$ cat src/rtl/iir_unf_pkg.sv
package iir_unf_pkg;

  // Lane whose output feeds lane dst across a loop of loop_delay samples.
  function automatic int src_lane(input int dst, input int lanes, input int loop_delay);
    return (dst + lanes * loop_delay - loop_delay) % lanes;
  endfunction

  // History stages on the edge that leaves lane src.
  function automatic int tap_depth(input int src, input int lanes, input int loop_delay);
    return (src + loop_delay) / lanes;
  endfunction

  // Lane that receives the output of lane src.
  function automatic int dst_lane(input int src, input int lanes, input int loop_delay);
    return (src + loop_delay) % lanes;
  endfunction

endpackage

$ cat src/rtl/iir_unf_tap.sv
module iir_unf_tap #(
  parameter int WIDTH = 16,
  parameter int DEPTH = 5
) (
  input  logic             clk,
  input  logic             rst_n,
  input  logic             shift,
  input  logic [WIDTH-1:0] din,
  output logic [WIDTH-1:0] dout
);

  logic [WIDTH-1:0] stage [DEPTH];

  always_ff @(posedge clk) begin
    if (!rst_n) begin
      for (int s = 0; s < DEPTH; s++) stage[s] <= '0;
    end else if (shift) begin
      stage[0] <= din;
      for (int s = 1; s < DEPTH; s++) stage[s] <= stage[s-1];
    end
  end

  assign dout = stage[DEPTH-1];


  tap_freeze_chk: assert property (@(posedge clk) disable iff (!rst_n)
    !shift |=> $stable(dout));


  tap_entry_chk: assert property (@(posedge clk) disable iff (!rst_n)
    shift |=> stage[0] == $past(din));

endmodule

$ cat src/rtl/iir_unf_mac.sv
module iir_unf_mac #(
  parameter int WIDTH = 16,
  parameter int FRAC  = 15
) (
  input  logic signed [WIDTH-1:0] coeff,
  input  logic signed [WIDTH-1:0] fb,
  input  logic signed [WIDTH-1:0] x,
  output logic signed [WIDTH-1:0] y
);

  localparam int PROD_W = 2 * WIDTH;

  logic signed [PROD_W-1:0] prod;

  always_comb begin
    prod = PROD_W'(coeff) * PROD_W'(fb);
    y    = x + WIDTH'(prod >>> FRAC);
  end

endmodule

$ cat src/rtl/iir_unf_top.sv
module iir_unf_top #(
  parameter int LANES      = 2,
  parameter int SAMPLE_W   = 16,
  parameter int FRAC_W     = 15,
  parameter int LOOP_DELAY = 9
) (
  input  logic                      clk,
  input  logic                      rst_n,
  input  logic [SAMPLE_W-1:0]       coeff,
  input  logic                      in_valid,
  output logic                      in_ready,
  input  logic [LANES*SAMPLE_W-1:0] in_data,
  output logic                      out_valid,
  input  logic                      out_ready,
  output logic [LANES*SAMPLE_W-1:0] out_data
);
  import iir_unf_pkg::*;

  localparam int BUS_W = LANES * SAMPLE_W;

  logic                accept;
  logic [SAMPLE_W-1:0] lane_y  [LANES];
  logic [SAMPLE_W-1:0] lane_fb [LANES];
  logic [SAMPLE_W-1:0] tap_out [LANES];
  logic [BUS_W-1:0]    y_bus;

  assign in_ready = !out_valid || out_ready;
  assign accept   = in_valid && in_ready;

  // One history chain per source lane, sized by its unfolded delay.
  for (genvar i = 0; i < LANES; i++) begin : g_tap
    localparam int DEPTH = tap_depth(i, LANES, LOOP_DELAY);
    iir_unf_tap #(.WIDTH(SAMPLE_W), .DEPTH(DEPTH)) u_tap (
      .clk   (clk),
      .rst_n (rst_n),
      .shift (accept),
      .din   (lane_y[i]),
      .dout  (tap_out[i])
    );
  end

  // Each lane reads the chain of the lane that lies nine samples behind it.
  for (genvar j = 0; j < LANES; j++) begin : g_lane
    localparam int SRC = src_lane(j, LANES, LOOP_DELAY);
    assign lane_fb[j] = tap_out[SRC];

    iir_unf_mac #(.WIDTH(SAMPLE_W), .FRAC(FRAC_W)) u_mac (
      .coeff (coeff),
      .fb    (lane_fb[j]),
      .x     (in_data[j*SAMPLE_W +: SAMPLE_W]),
      .y     (lane_y[j])
    );

    assign y_bus[j*SAMPLE_W +: SAMPLE_W] = lane_y[j];
  end

  always_ff @(posedge clk) begin
    if (!rst_n) begin
      out_valid <= 1'b0;
      out_data  <= '0;
    end else if (accept) begin
      out_valid <= 1'b1;
      out_data  <= y_bus;
    end else if (out_ready) begin
      out_valid <= 1'b0;
    end
  end


  stall_hold_chk: assert property (@(posedge clk) disable iff (!rst_n)
    out_valid && !out_ready |=> out_valid && $stable(out_data));


  beat_valid_chk: assert property (@(posedge clk) disable iff (!rst_n)
    in_valid && in_ready |=> out_valid);


  drain_chk: assert property (@(posedge clk) disable iff (!rst_n)
    !in_valid && out_ready |=> !out_valid);


  no_take_on_stall_chk: assert property (@(posedge clk) disable iff (!rst_n)
    out_valid && !out_ready && in_valid |=> $stable(out_data));

endmodule

$ cat config.mk
export PLATFORM = sky130hd
export DESIGN_NAME = iir_unf_top
export DESIGN_NICKNAME = d
export VERILOG_FILES = /design/src/rtl/iir_unf_pkg.sv /design/src/rtl/iir_unf_tap.sv /design/src/rtl/iir_unf_mac.sv /design/src/rtl/iir_unf_top.sv
export SDC_FILE = /design/constraint.sdc
export NUM_CORES = 2
export LEC_CHECK = 0
export BUFFER_PORTS_ARGS = -buffer_cell sky130_fd_sc_hd__buf_2
export CAP_MARGIN = 0
export CORE_ASPECT_RATIO = 2
export CORE_UTILIZATION = 60
export CTS_CLUSTER_SIZE = 12
export DETAILED_ROUTE_END_ITERATION = 7
export HOLD_SLACK_MARGIN = 0.15
export PLACE_DENSITY = 0.77
export SLEW_MARGIN = 10
export SYNTH_ARGS = -nofsm -noshare
export SYNTH_HDL_FRONTEND = slang
export SYNTH_SLANG_ARGS = --single-unit
$ cat constraint.sdc
create_clock -name clk -period 9.9 [get_ports clk]
set_input_delay 0.99 -clock clk [delete_from_list [all_inputs] [get_ports clk]]
set_output_delay 0.99 -clock clk [all_outputs]
set_load 0.05 [all_outputs]
== Yosys cells after proc, flatten, opt, wreduce, memory -nomap -nowiden ==
Memories as Yosys holds them, arrays and structs flattened.
Index checks and enable logic that the tools add are counted.
Word-level totals
  bits of input ports: 52
  flip-flop bits (word level): 33
  output and inout bits: 34
  memories kept: 2
  bits in latches: 0
  memory bits (writable): 144
  bits in read-only memories: 0
Cells by class
  order comparisons: 0
  reduce and logical (&&, ||, !) cells: 4
  shifts and indexed selects: 0
  div/mod/pow operators: 0
  multiplexer cells: 15
  eq/ne operators: 0
  $mul: 2
  bitwise operators: 9
  add/sub/neg operators: 2
Memories
  g_tap[1].u_tap.stage: depth 5, bits a word 16, rd ports 5, clocked after Yosys merged registers in 0, write ports 5, RTL line iir_unf_tap.sv:12  | logic [WIDTH-1:0] stage [DEPTH];
  g_tap[0].u_tap.stage: depth 4, bits a word 16, rd ports 4, clocked after Yosys merged registers in 0, write ports 4, RTL line iir_unf_tap.sv:12
Operator list (count)
  $mux 16: 9
  $mul 16x16->31: 2
  $add 16x16->16: 2
  $or 1x1->1: 9
  $mux 1: 6
  $reduce_bool 2->1: 1
  $logic_and 1x1->1: 1
  $logic_not 1->1: 1
  $logic_or 1x1->1: 1

== Logic depth before layout (Yosys ltp) ==
  depth after elaboration: 7
  depth in mapped cells: 34
  gate-level depth less buffers: 33

== Cells and area by module ==
From an unflattened synthesis, not the netlist that was laid out.
Unflattened totals
  cell total of the unflattened synthesis: 2632
  area total of the unflattened synthesis: 26511.7 µm²
By module, submodules not included
  iir_unf_mac (g_lane[1].u_mac): instances 1, area each 9820.7 µm², cells an instance 1074, sequential area each 0.0 µm²
  iir_unf_mac (g_lane[0].u_mac): instances 1, area each 9785.6 µm², cells an instance 1077, sequential area each 0.0 µm²
  iir_unf_tap (g_tap[1].u_tap): instances 1, area each 3116.7 µm², cells an instance 194, sequential area each 2402.3 µm²
  iir_unf_tap (g_tap[0].u_tap): instances 1, area each 2431.1 µm², cells an instance 143, sequential area each 1921.8 µm²
  iir_unf_top: instances 1, area each 1357.6 µm², cells an instance 144, sequential area each 660.6 µm²

== Least setup slack after synthesis ==
No wires, ideal clock.
  path kind: in2reg
  from: input port coeff[7]
  to: memory g_tap[0].u_tap.stage[0][14], data pin
  data arrival time: 7766 ps
  path buffers: 1
  path slack: 1878 ps
  library setup time: 256 ps
  required time: 9644 ps
  cell stages on the path: 32
  cells stage by stage: clkbuf_1 > nand2_1 > fa_1 > fa_1 > inv_1 > ha_1 > fa_1 > fa_1 > inv_1 > fa_1 > inv_1 > ha_1 > nand2_1 > o21ai_0 > a2111oi_2 > nor2_1 > o21ai_0 > a21boi_0 > o21a_1 > nor2_1 > xnor2_1 > ha_1 > fa_1 > a21o_1 > a21oi_2 > o21bai_2 > a2111oi_2 > o31a_2 > o21ai_2 > a31oi_1 > xnor2_1 > and2_2
RTL lines
  from (decl): RTL line iir_unf_top.sv:9  | input logic [SAMPLE_W-1:0] coeff,
  to (decl): RTL line iir_unf_tap.sv:12

==> reports/summary.txt <==
Final GP Congestion: 0.920
Syn. warnings: 0
Tot GR Track Use: 30.7%
Die area: 0.0440 mm²
# rows: 107
Total grt overflow: 0
Root Driver: clkbuf_16
Worst hold path type: flop to flop
Antenna cells: 0
Setup TNS: 0 ns
CP startpoint kind: input port
Sequential cell area fraction in the yosys report: 19.3%
EDFF count, synth: 144
Die X: 149 µm
Iteration-0 DRC Markers: 967
Worst slack, placed: 0.411 ns
Htree depth: 4
FMAX: 109 MHz
Setup ws final: 0.709 ns
Status: complete, no violations
Longest Clk Path Bufs: 2
Final Hold Viols: 0
Clock Sinks: 177
Kind of critical path: input port to flop
Fin crit share: 92.8%
Via-to-Cell Ratio: 5.61
Share of Yosys cell area claimed by the top area cell type: 39.7%
Vias in the first global route: 20200
DR vias: 17600
Post-layout net count: 3333
Post_cts resized: 0
Hold WS: 0.454 ns
Asr flop ratio synth: 0%
Min Tclk post-route: 9.19 ns
Max_cap viols: 0
Reg2Reg Depth: 27
Relative slew slack: 40.3%
Post-CTS setup repair buffer count: 0
Largest net degree at the start of global routing: 121
Crit. End Element: flop
RR Endpoint: g_tap[0].u_tap.stage[0][15]$_SDFFCE_PN0P_
Top post-synthesis cells by area: fa_1, edfxtp_1, ha_1
Arrival @ worst endpoint: 9.36 ns
Post-Layout Cell Count: 3139
Post-synth cell types: 55
Mapped Area: 0.0258 mm²
Antenna violations before repair: 1
Die Y: 295 µm
Tightest Pin Transition: 0.895 ns
Drt first pass iters: 5
Detailed-route wire length: 62100 µm
Routed Antenna Nets: 0
WP data required: 10.07 ns
# IOs: 86
Number of synthesized register bits: 177
Hold path depth: 1
Worst-Skew Late Latency: 0.42 ns
Mapped Nets: 3316
Clock-pin slew on the worst setup and hold paths: 0.06 ns
Area grow syn2layout: 5.48%
CTS Hold Bufs: 0
Cts bufs inserted: 17
Synth cell count leaders: inv_1, fa_1, and2_1
Fraction of layout cells with a size suffix above 1: 5.71%
Syn Area/Cell: 10.1 µm²
Reg-to-Reg Start: g_tap[1].u_tap.stage[4][1]$_SDFFCE_PN0P_
Core area: 0.0426 mm²
Worst hold start: out_data[8]$_SDFFE_PN0P_
WL/cell: 19.8 µm
Endpoint, Worst Hold: out_data[8]$_SDFFE_PN0P_
Mapped Cells: 2564
Max FO, Critical Path: 32
Unrepaired setup endpoints after global routing: false
Dominant synthesized flop cell: edfxtp_1
Slew Limit Fails: 0
Final setup violation count: 0
Post-route DRC violation count: 0
Count leader, synth: inv_1
Hpwl dp: 49300 µm
Initial core utilization: 60.7%
Reg2reg setup slack: 1.00 ns
TritonCTS clock tree: done
Global-route wire length before repair: 101000 µm
Placed insts: 3107
Post-Route Skew: 0.00810 ns
Number of port buffers: 85
Yosys top cell by area: fa_1
routing by layer:
| metal | wire length, µm | vias up | global-route usage, % |
|---|---|---|---|
| li1 | - | 7723 | - |
| met1 | 19600 | 8932 | 31.0 |
| met2 | 34500 | 656 | 57.1 |
| met3 | 2890 | 296 | 4.09 |
| met4 | 5110 | 2 | 22.1 |
| met5 | 17 | - | 0 |
placed cells by master (no fill, tap or decap), types with 11 or more instances in the layout:
cell type,count
a21o_1,47
a21oi_1,40
and2_1,336
buf_2,85
buf_4,11
clkbuf_16,17
dfxtp_1,33
edfxtp_1,144
fa_1,512
ha_1,188
inv_1,564
nand2_1,288
nand2b_1,19
nand4_1,12
nor2_1,68
nor3_1,21
o21a_1,14
o21ai_0,26
xnor2_1,55
xor2_1,19
stage by stage:
step / cell area, µm² / util (%)
2_1_floorplan: 25800 / -
3_3_place_gp: 26700 / 62.7
3_5_place_dp: 26700 / 62.7
4_1_cts: 27300 / 64.0
5_1_grt: 27300 / 64.0
6_report: 27300 / 64.0
worst max-delay path: stages:
cell	delay, ns
buf_2	0.56
nand2_1	0.19
fa_1	0.56
fa_1	0.53
fa_1	0.63
inv_1	0.09
fa_1	0.55
fa_1	0.42
fa_1	0.46
ha_1	0.34
a211oi_1	0.28
o21bai_1	0.14
a211oi_1	0.26
a21oi_1	0.25
and2_1	0.26
o21a_1	0.19
o21a_1	0.19
nor2_1	0.13
xnor2_1	0.15
ha_1	0.26
a2111oi_0	0.40
o21ai_1	0.19
a41oi_2	0.32
o21ai_1	0.18
o41ai_2	0.26
xnor2_1	0.12
xnor2_1	0.35
nor2_1	0.07
state kept, by name (all words and copies together) (netlist names):
signal	flops
g_tap.u_tap.stage	144
out_valid	1
out_data	32
logic make-up after synthesis:
| logic type | synth area share [%] |
|---|---|
| xor gates and xnor gates | 2.51 |
| buffers and inverters | 9.66 |
| adders and majority gates | 48.8 |
| AOI/OAI and AO/OA | 4.63 |
| DFF | 19.3 |
| and+or+nand+nor | 15.1 |
worst max path at each step:
stage	cells after the start	startpoint	endpoint	slack [ns]
finish	28	coeff[13]	g_tap[0].u_tap.stage[0][15]$_SDFFCE_PN0P_	0.71
global route	29	coeff[13]	g_tap[0].u_tap.stage[0][15]$_SDFFCE_PN0P_	0.30
CTS	29	coeff[13]	g_tap[0].u_tap.stage[0][15]$_SDFFCE_PN0P_	0.88
global placement	30	coeff[11]	g_tap[1].u_tap.stage[0][15]$_SDFFCE_PN0P_	0.82
detailed placement	28	coeff[13]	g_tap[0].u_tap.stage[0][15]$_SDFFCE_PN0P_	0.41
floorplan	32	coeff[7]	g_tap[0].u_tap.stage[0][14]$_SDFFCE_PN0P_	1.88
layout make-up:
cell class	count	area [µm²]
Clock buffer	18	429
Clock inverter	14	155
Fill cell	3456	15300
Inverter	567	2130
Multi-Input combinational cell	1722	18400
Sequential cell	177	4980
Tap cell	545	682
Timing Repair Buffer	96	508
Power is left out: the tool's default activity adds up to more than one toggle a clock period on the data nets, which glitch-free logic cannot reach.
